<file path="src/rtl/burstAddrPkg.sv">
package burstAddrPkg;
  typedef enum logic [1:0] {
    CYC_IDLE  = 2'd0,
    CYC_LOAD  = 2'd1,
    CYC_STEP  = 2'd2,
    CYC_HOLD  = 2'd3
  } cyc_t;

  // strobes from control to datapath
  typedef struct packed {
    logic load;
    logic step;
  } strobes_t;
endpackage

</file>
<file path="src/rtl/burstAddrCtrl.sv">
module burstAddrCtrl
  import burstAddrPkg::*;
(
  input  logic     clk,
  input  logic     rstN,
  input  logic     procStart,
  input  logic     ctrlStart,
  input  logic     advance,
  input  logic     chipEn,
  output strobes_t stb,
  output logic     validQ,
  output cyc_t     cycQ
);
  logic procHit;
  logic ctrlHit;
  logic dropHit;
  logic validD;
  cyc_t cycD;

  // processor strobe wins; it only counts with chip enable active
  always_comb begin
    procHit = procStart && chipEn;
    ctrlHit = !procHit && ctrlStart && chipEn;
    dropHit = !procHit && ctrlStart && !chipEn;
    stb.load = procHit || ctrlHit;
    stb.step = !stb.load && !dropHit && validQ && advance;
  end

  always_comb begin
    if (stb.load) begin
      validD = 1'b1;
      cycD   = CYC_LOAD;
    end else if (dropHit) begin
      validD = 1'b0;
      cycD   = CYC_IDLE;
    end else if (stb.step) begin
      validD = 1'b1;
      cycD   = CYC_STEP;
    end else begin
      validD = validQ;
      cycD   = validQ ? CYC_HOLD : CYC_IDLE;
    end
  end

  always_ff @(posedge clk or negedge rstN) begin
    if (!rstN) begin
      validQ <= 1'b0;
      cycQ   <= CYC_IDLE;
    end else begin
      validQ <= validD;
      cycQ   <= cycD;
    end
  end
endmodule

</file>
<file path="src/rtl/burstAddrPath.sv">
module burstAddrPath
  import burstAddrPkg::*;
#(
  parameter int AW = 20,
  parameter int BB = 2
) (
  input  logic          clk,
  input  logic          rstN,
  input  strobes_t      stb,
  input  logic [AW-1:0] extAddr,
  input  logic          linearOrder,
  output logic [AW-1:0] curAddr
);
  logic [AW-1:0] baseQ;
  logic [BB-1:0] cntQ;
  logic          linQ;
  logic [BB-1:0] lowLin;
  logic [BB-1:0] lowIlv;
  logic [BB-1:0] lowBits;

  always_ff @(posedge clk or negedge rstN) begin
    if (!rstN) begin
      baseQ <= '0;
      cntQ  <= '0;
      linQ  <= 1'b0;
    end else if (stb.load) begin
      baseQ <= extAddr;
      cntQ  <= '0;
      linQ  <= linearOrder;
    end else if (stb.step) begin
      cntQ  <= cntQ + 1'b1;
    end
  end

  assign lowLin = baseQ[BB-1:0] + cntQ;

  // interleaved order: each low bit toggles with its count bit
  for (genvar i = 0; i < BB; i++) begin : g_ilv
    assign lowIlv[i] = baseQ[i] ^ cntQ[i];
  end

  assign lowBits = linQ ? lowLin : lowIlv;
  assign curAddr = {baseQ[AW-1:BB], lowBits};
endmodule

</file>
<file path="src/rtl/burstAddrGen.sv">
module burstAddrGen
  import burstAddrPkg::*;
#(
  parameter int AW = 20,
  parameter int BB = 2
) (
  input  logic          clk,
  input  logic          rstN,
  input  logic [AW-1:0] extAddr,
  input  logic          procStart,
  input  logic          ctrlStart,
  input  logic          advance,
  input  logic          chipEn,
  input  logic          linearOrder,
  output logic [AW-1:0] curAddr,
  output logic          addrValid,
  output logic [1:0]    cycType
);
  strobes_t stb;
  cyc_t     cycQ;

  burstAddrCtrl u_ctrl (
    .clk(clk), .rstN(rstN), .procStart(procStart), .ctrlStart(ctrlStart),
    .advance(advance), .chipEn(chipEn), .stb(stb), .validQ(addrValid), .cycQ(cycQ)
  );

  burstAddrPath #(.AW(AW), .BB(BB)) u_path (
    .clk(clk), .rstN(rstN), .stb(stb), .extAddr(extAddr),
    .linearOrder(linearOrder), .curAddr(curAddr)
  );

  assign cycType = cycQ;
endmodule

</file>
<file path="config.mk">
export PLATFORM = sky130hd
export DESIGN_NAME = burstAddrGen
export DESIGN_NICKNAME = d
export VERILOG_FILES = /design/src/rtl/burstAddrPkg.sv /design/src/rtl/burstAddrCtrl.sv /design/src/rtl/burstAddrPath.sv /design/src/rtl/burstAddrGen.sv
export SDC_FILE = /design/constraint.sdc
export NUM_CORES = 1
export LEC_CHECK = 0
export BUFFER_PORTS_ARGS = -buffer_cell sky130_fd_sc_hd__buf_4
export CELL_PAD_IN_SITES_DETAIL_PLACEMENT = 0
export CELL_PAD_IN_SITES_GLOBAL_PLACEMENT = 1
export CORE_ASPECT_RATIO = 1.25
export CORE_MARGIN = 4
export CORE_UTILIZATION = 28
export CTS_CLUSTER_SIZE = 10
export DETAILED_ROUTE_END_ITERATION = 10
export GPL_ROUTABILITY_DRIVEN = 0
export HOLD_SLACK_MARGIN = 0.02
export PLACE_DENSITY_LB_ADDON = 0.3
export SLEW_MARGIN = 20
export SYNTH_ARGS = -nofsm -noshare
export SYNTH_HDL_FRONTEND = slang
export SYNTH_SLANG_ARGS = --single-unit
</file>
<file path="constraint.sdc">
create_clock -name clk -period 0.8 [get_ports clk]
set_input_delay 0.04 -clock clk [delete_from_list [all_inputs] [get_ports clk]]
set_output_delay 0.04 -clock clk [all_outputs]
set_load 0.01 [all_outputs]
</file>
==> out/metrics.yaml <==
outcome:
  status: "finished with violations"
  violations: "setup timing"
cells_and_area:
  fillerInstances: 345
  final-seq-area_um2: 651
  multiInputGateArea_um2: 425
  post-route-util_pct: 51.8
  areaGrowthSynthToFinish_pct: 74.1
  n_antenna_cell: 0
  fin_area_mm2: 0.00203
  nets: 180
  drive_gt1_share_pct: 62.9
  layoutNonFillerInstCount: 205
global_routing:
  overflow: 0
  antenna_found_initial: 0
  grt_pass1_vias: 904
  grt_start_max_net_pins: 27
  grt_pass1_wl_um: 3990
  grt_usage_pct: 9.70
clocking:
  clk_pin_slew_ps: 90
  htreeDepth: 1
  clockBufferDepth: 2
  cts_root_buffer: "clkbuf_8"
  cts_tree: "done"
  cts.sinks: 26
  clk_latency_ps: 270
  cts_made_buffers: 3
worst_setup_path:
  rrSetupSlack_ps: -200
  cp.required_ps: 760
  r2r_cells: 4
  r2r-end: "u_path.cntQ[1]$_DFFE_PN0P_"
  cp_max_fo: 2
  critical_path_class: "reg -> out"
  cp-end-kind: "output port"
  cp-start-kind: "register"
  cp.arrival_ps: 1160
  worst_r2r_startpoint: "u_path.cntQ[0]$_DFFE_PN0P_"
route:
  drt-vias-per-instance: 4.18
  vias: 857
  postRouteAntennaNets: 0
  drtIter0Drc: 5
  wire_per_inst_um: 12.3
  drc_errors: 0
  drtPass1Iterations: 2
  wl_um: 2530
placement:
  io_buffers: 49
  place_worst_setup_slack_ps: -208
  dpl.cell_count: 176
  placedInstanceArea_mm2: 0.00155
min_path:
  hold_path_startpoint: "advance"
  whs_path_depth: 3
  holdPathEnd: "u_path.cntQ[0]$_DFFE_PN0P_"
  hp-class: "in -> reg"
power_and_ir_drop:
  p_total_mw: 3.70
  share_comb_of_total_power_pct: 28.3
  p_int_mw: 2.85
  irDropWorstVdd_v: 0.000659
  p_switching_mw: 0.853
  clock_power_share_pct: 28.8
  switching_share_pct: 23.0
  power_frac_seq_pct: 42.9
  power_density_mw_per_mm2: 1830
  p_leak_nw: 1.05
floorplan:
  fp.dieW_um: 65.7
  die-area_mm2: 0.00526
  rows: 25
  die_h_um: 80.1
  coreArea_mm2: 0.00391
  top_level_ports: 50
  start_util_pct: 29.8
timing:
  timing.fmax_ghz: 0.833
  hold_slack_ps: 56.3
  finalSetupViolCount: 28
  setup-tns-final_ps: -1860
  drv_slew: 0
  hold_viol: 0
  rsz0062_at_grt: "yes"
  setup_ws_ps: -400
  worstMarginPinSlew_ps: 333
  period_minus_slack_ps: 1200
  max_slew_margin_pct: 77.8
  fin_crit_sh_pct: 150
  clock_skew_ps: 9.26
logic_synthesis:
  synth_nets: 112
  synth_fa_ha_area_share_pct: 1.08
  ys_seq_area_share_pct: 55.9
  synth_cells: 84
  synth-xor-area-share_pct: 1.51
  synth-seq-cells: 26
  synth_compound_area_share_pct: 2.26
  synthSimpleGateAreaFrac_pct: 3.66
  synthMuxAreaShare_pct: 22.0
  ys_types: 16
  synth_top_family_by_area: "multiplexers"
  ys_warn_count: 0
  syn_area_per_cell_um2: 13.9
  syn-cell-area_mm2: 0.00116
job:
  maxCapViolCount: 0
[registers in the layout (all words and copies together), names as in the netlist]
register and cells:
u_path.linQ 1, u_path.baseQ 20, u_ctrl.cycQ 2, u_ctrl.validQ 1
u_path.cntQ 2
[final cells by class]
cell class / count / area share [%]
multi-input cells: 38 / 21.0
clock inverters: 1 / 1.48
well taps: 54 / 3.34
flip-flops and latches: 26 / 32.1
clock buffers: 3 / 2.04
repair buffers: 83 / 40.0
[critical path, cell delays in order, from the launching register on]
cell	delay [ps]
dfrtp_1	420
xor2_2	220
xnor2_2	130
buf_4	130
[cell usage after synthesis (all sizes together)]
cell type | instances | share of area (%)
mux2 | 21 | 20
nand2 | 5 | 1.6
mux2i | 2 | 1.7
xnor2 | 1 | 0.75
nand2b | 1 | 0.54
dfrtp | 26 | 56
o21ai | 2 | 1.8
nand4 | 1 | 0.54
nor2b | 1 | 0.54
nand3 | 1 | 0.43
a21oi | 1 | 0.43
ha | 1 | 1.1
xor2 | 1 | 0.75
buf | 20 | 14
[how the worst max path moves through the flow]
stage | from | to | slack (ps)
after floorplan | procStart | u_path.baseQ[10]$_DFFE_PN0P_ | -80
after global placement | procStart | u_path.baseQ[19]$_DFFE_PN0P_ | -180
after detailed placement | procStart | u_path.baseQ[3]$_DFFE_PN0P_ | -210
after CTS | u_path.cntQ[0]$_DFFE_PN0P_ | curAddr[1] | -410
after global routing | u_path.cntQ[1]$_DFFE_PN0P_ | curAddr[1] | -460
final | u_path.cntQ[1]$_DFFE_PN0P_ | curAddr[1] | -400
[routing by layer]
metal,GRT usage [%],part of all wire (%),vias to the layer above
met1,11.1,38,421
li1,-,-,399
met4,4.36,1.7,0
met2,17.2,54,33
met5,0,0,-
met3,1.96,6.4,4
[power groups by stage]
stage / clock, mW / sequential (mW) / combinational [mW]
final: 1.07 / 1.59 / 1.05
after CTS: 1.11 / 1.59 / 0.998
after global placement: 0 / 1.58 / 0.797
after floorplan: 0 / 1.57 / 0.518
after global routing: 1.15 / 1.61 / 1.13
after detailed placement: 0 / 1.58 / 0.817
[logic make-up after synthesis]
logic type | after synthesis
DFF | 26
muxes | 23
buffers and inverters | 20
and+or+nand+nor | 9
AOI/OAI and AO/OA | 3
xor gates and xnor gates | 2
adders and majority gates | 1
[cell usage in the layout (no fill, tap or decap)]
master and n:
xnor2_2 1, nand4_1 1, dlygate4sd3_1 12, clkbuf_8 3
nand2b_4 1, buf_12 1, dlymetal6s4s_1 11, nor2b_4 1
ha_2 1, nand2_2 1, o21ai_2 1, dfrtp_1 26
a21oi_2 1, buf_6 24, xor2_2 1, nand2_1 4
nand3_2 1, mux2i_1 2, mux2_4 6, bufinv_16 1
o21ai_4 1, mux2_2 15, buf_4 35
[what timing repair did]
item                                   CTS  global route
hold buffers                            22             1
endpoints found under the hold margin   48             1
setup endpoints to repair               27            40
resized for setup                       25            20
pin swaps                                3             4
setup buffers                            0             2
Note: power is estimated with default switching activity, not from simulation.
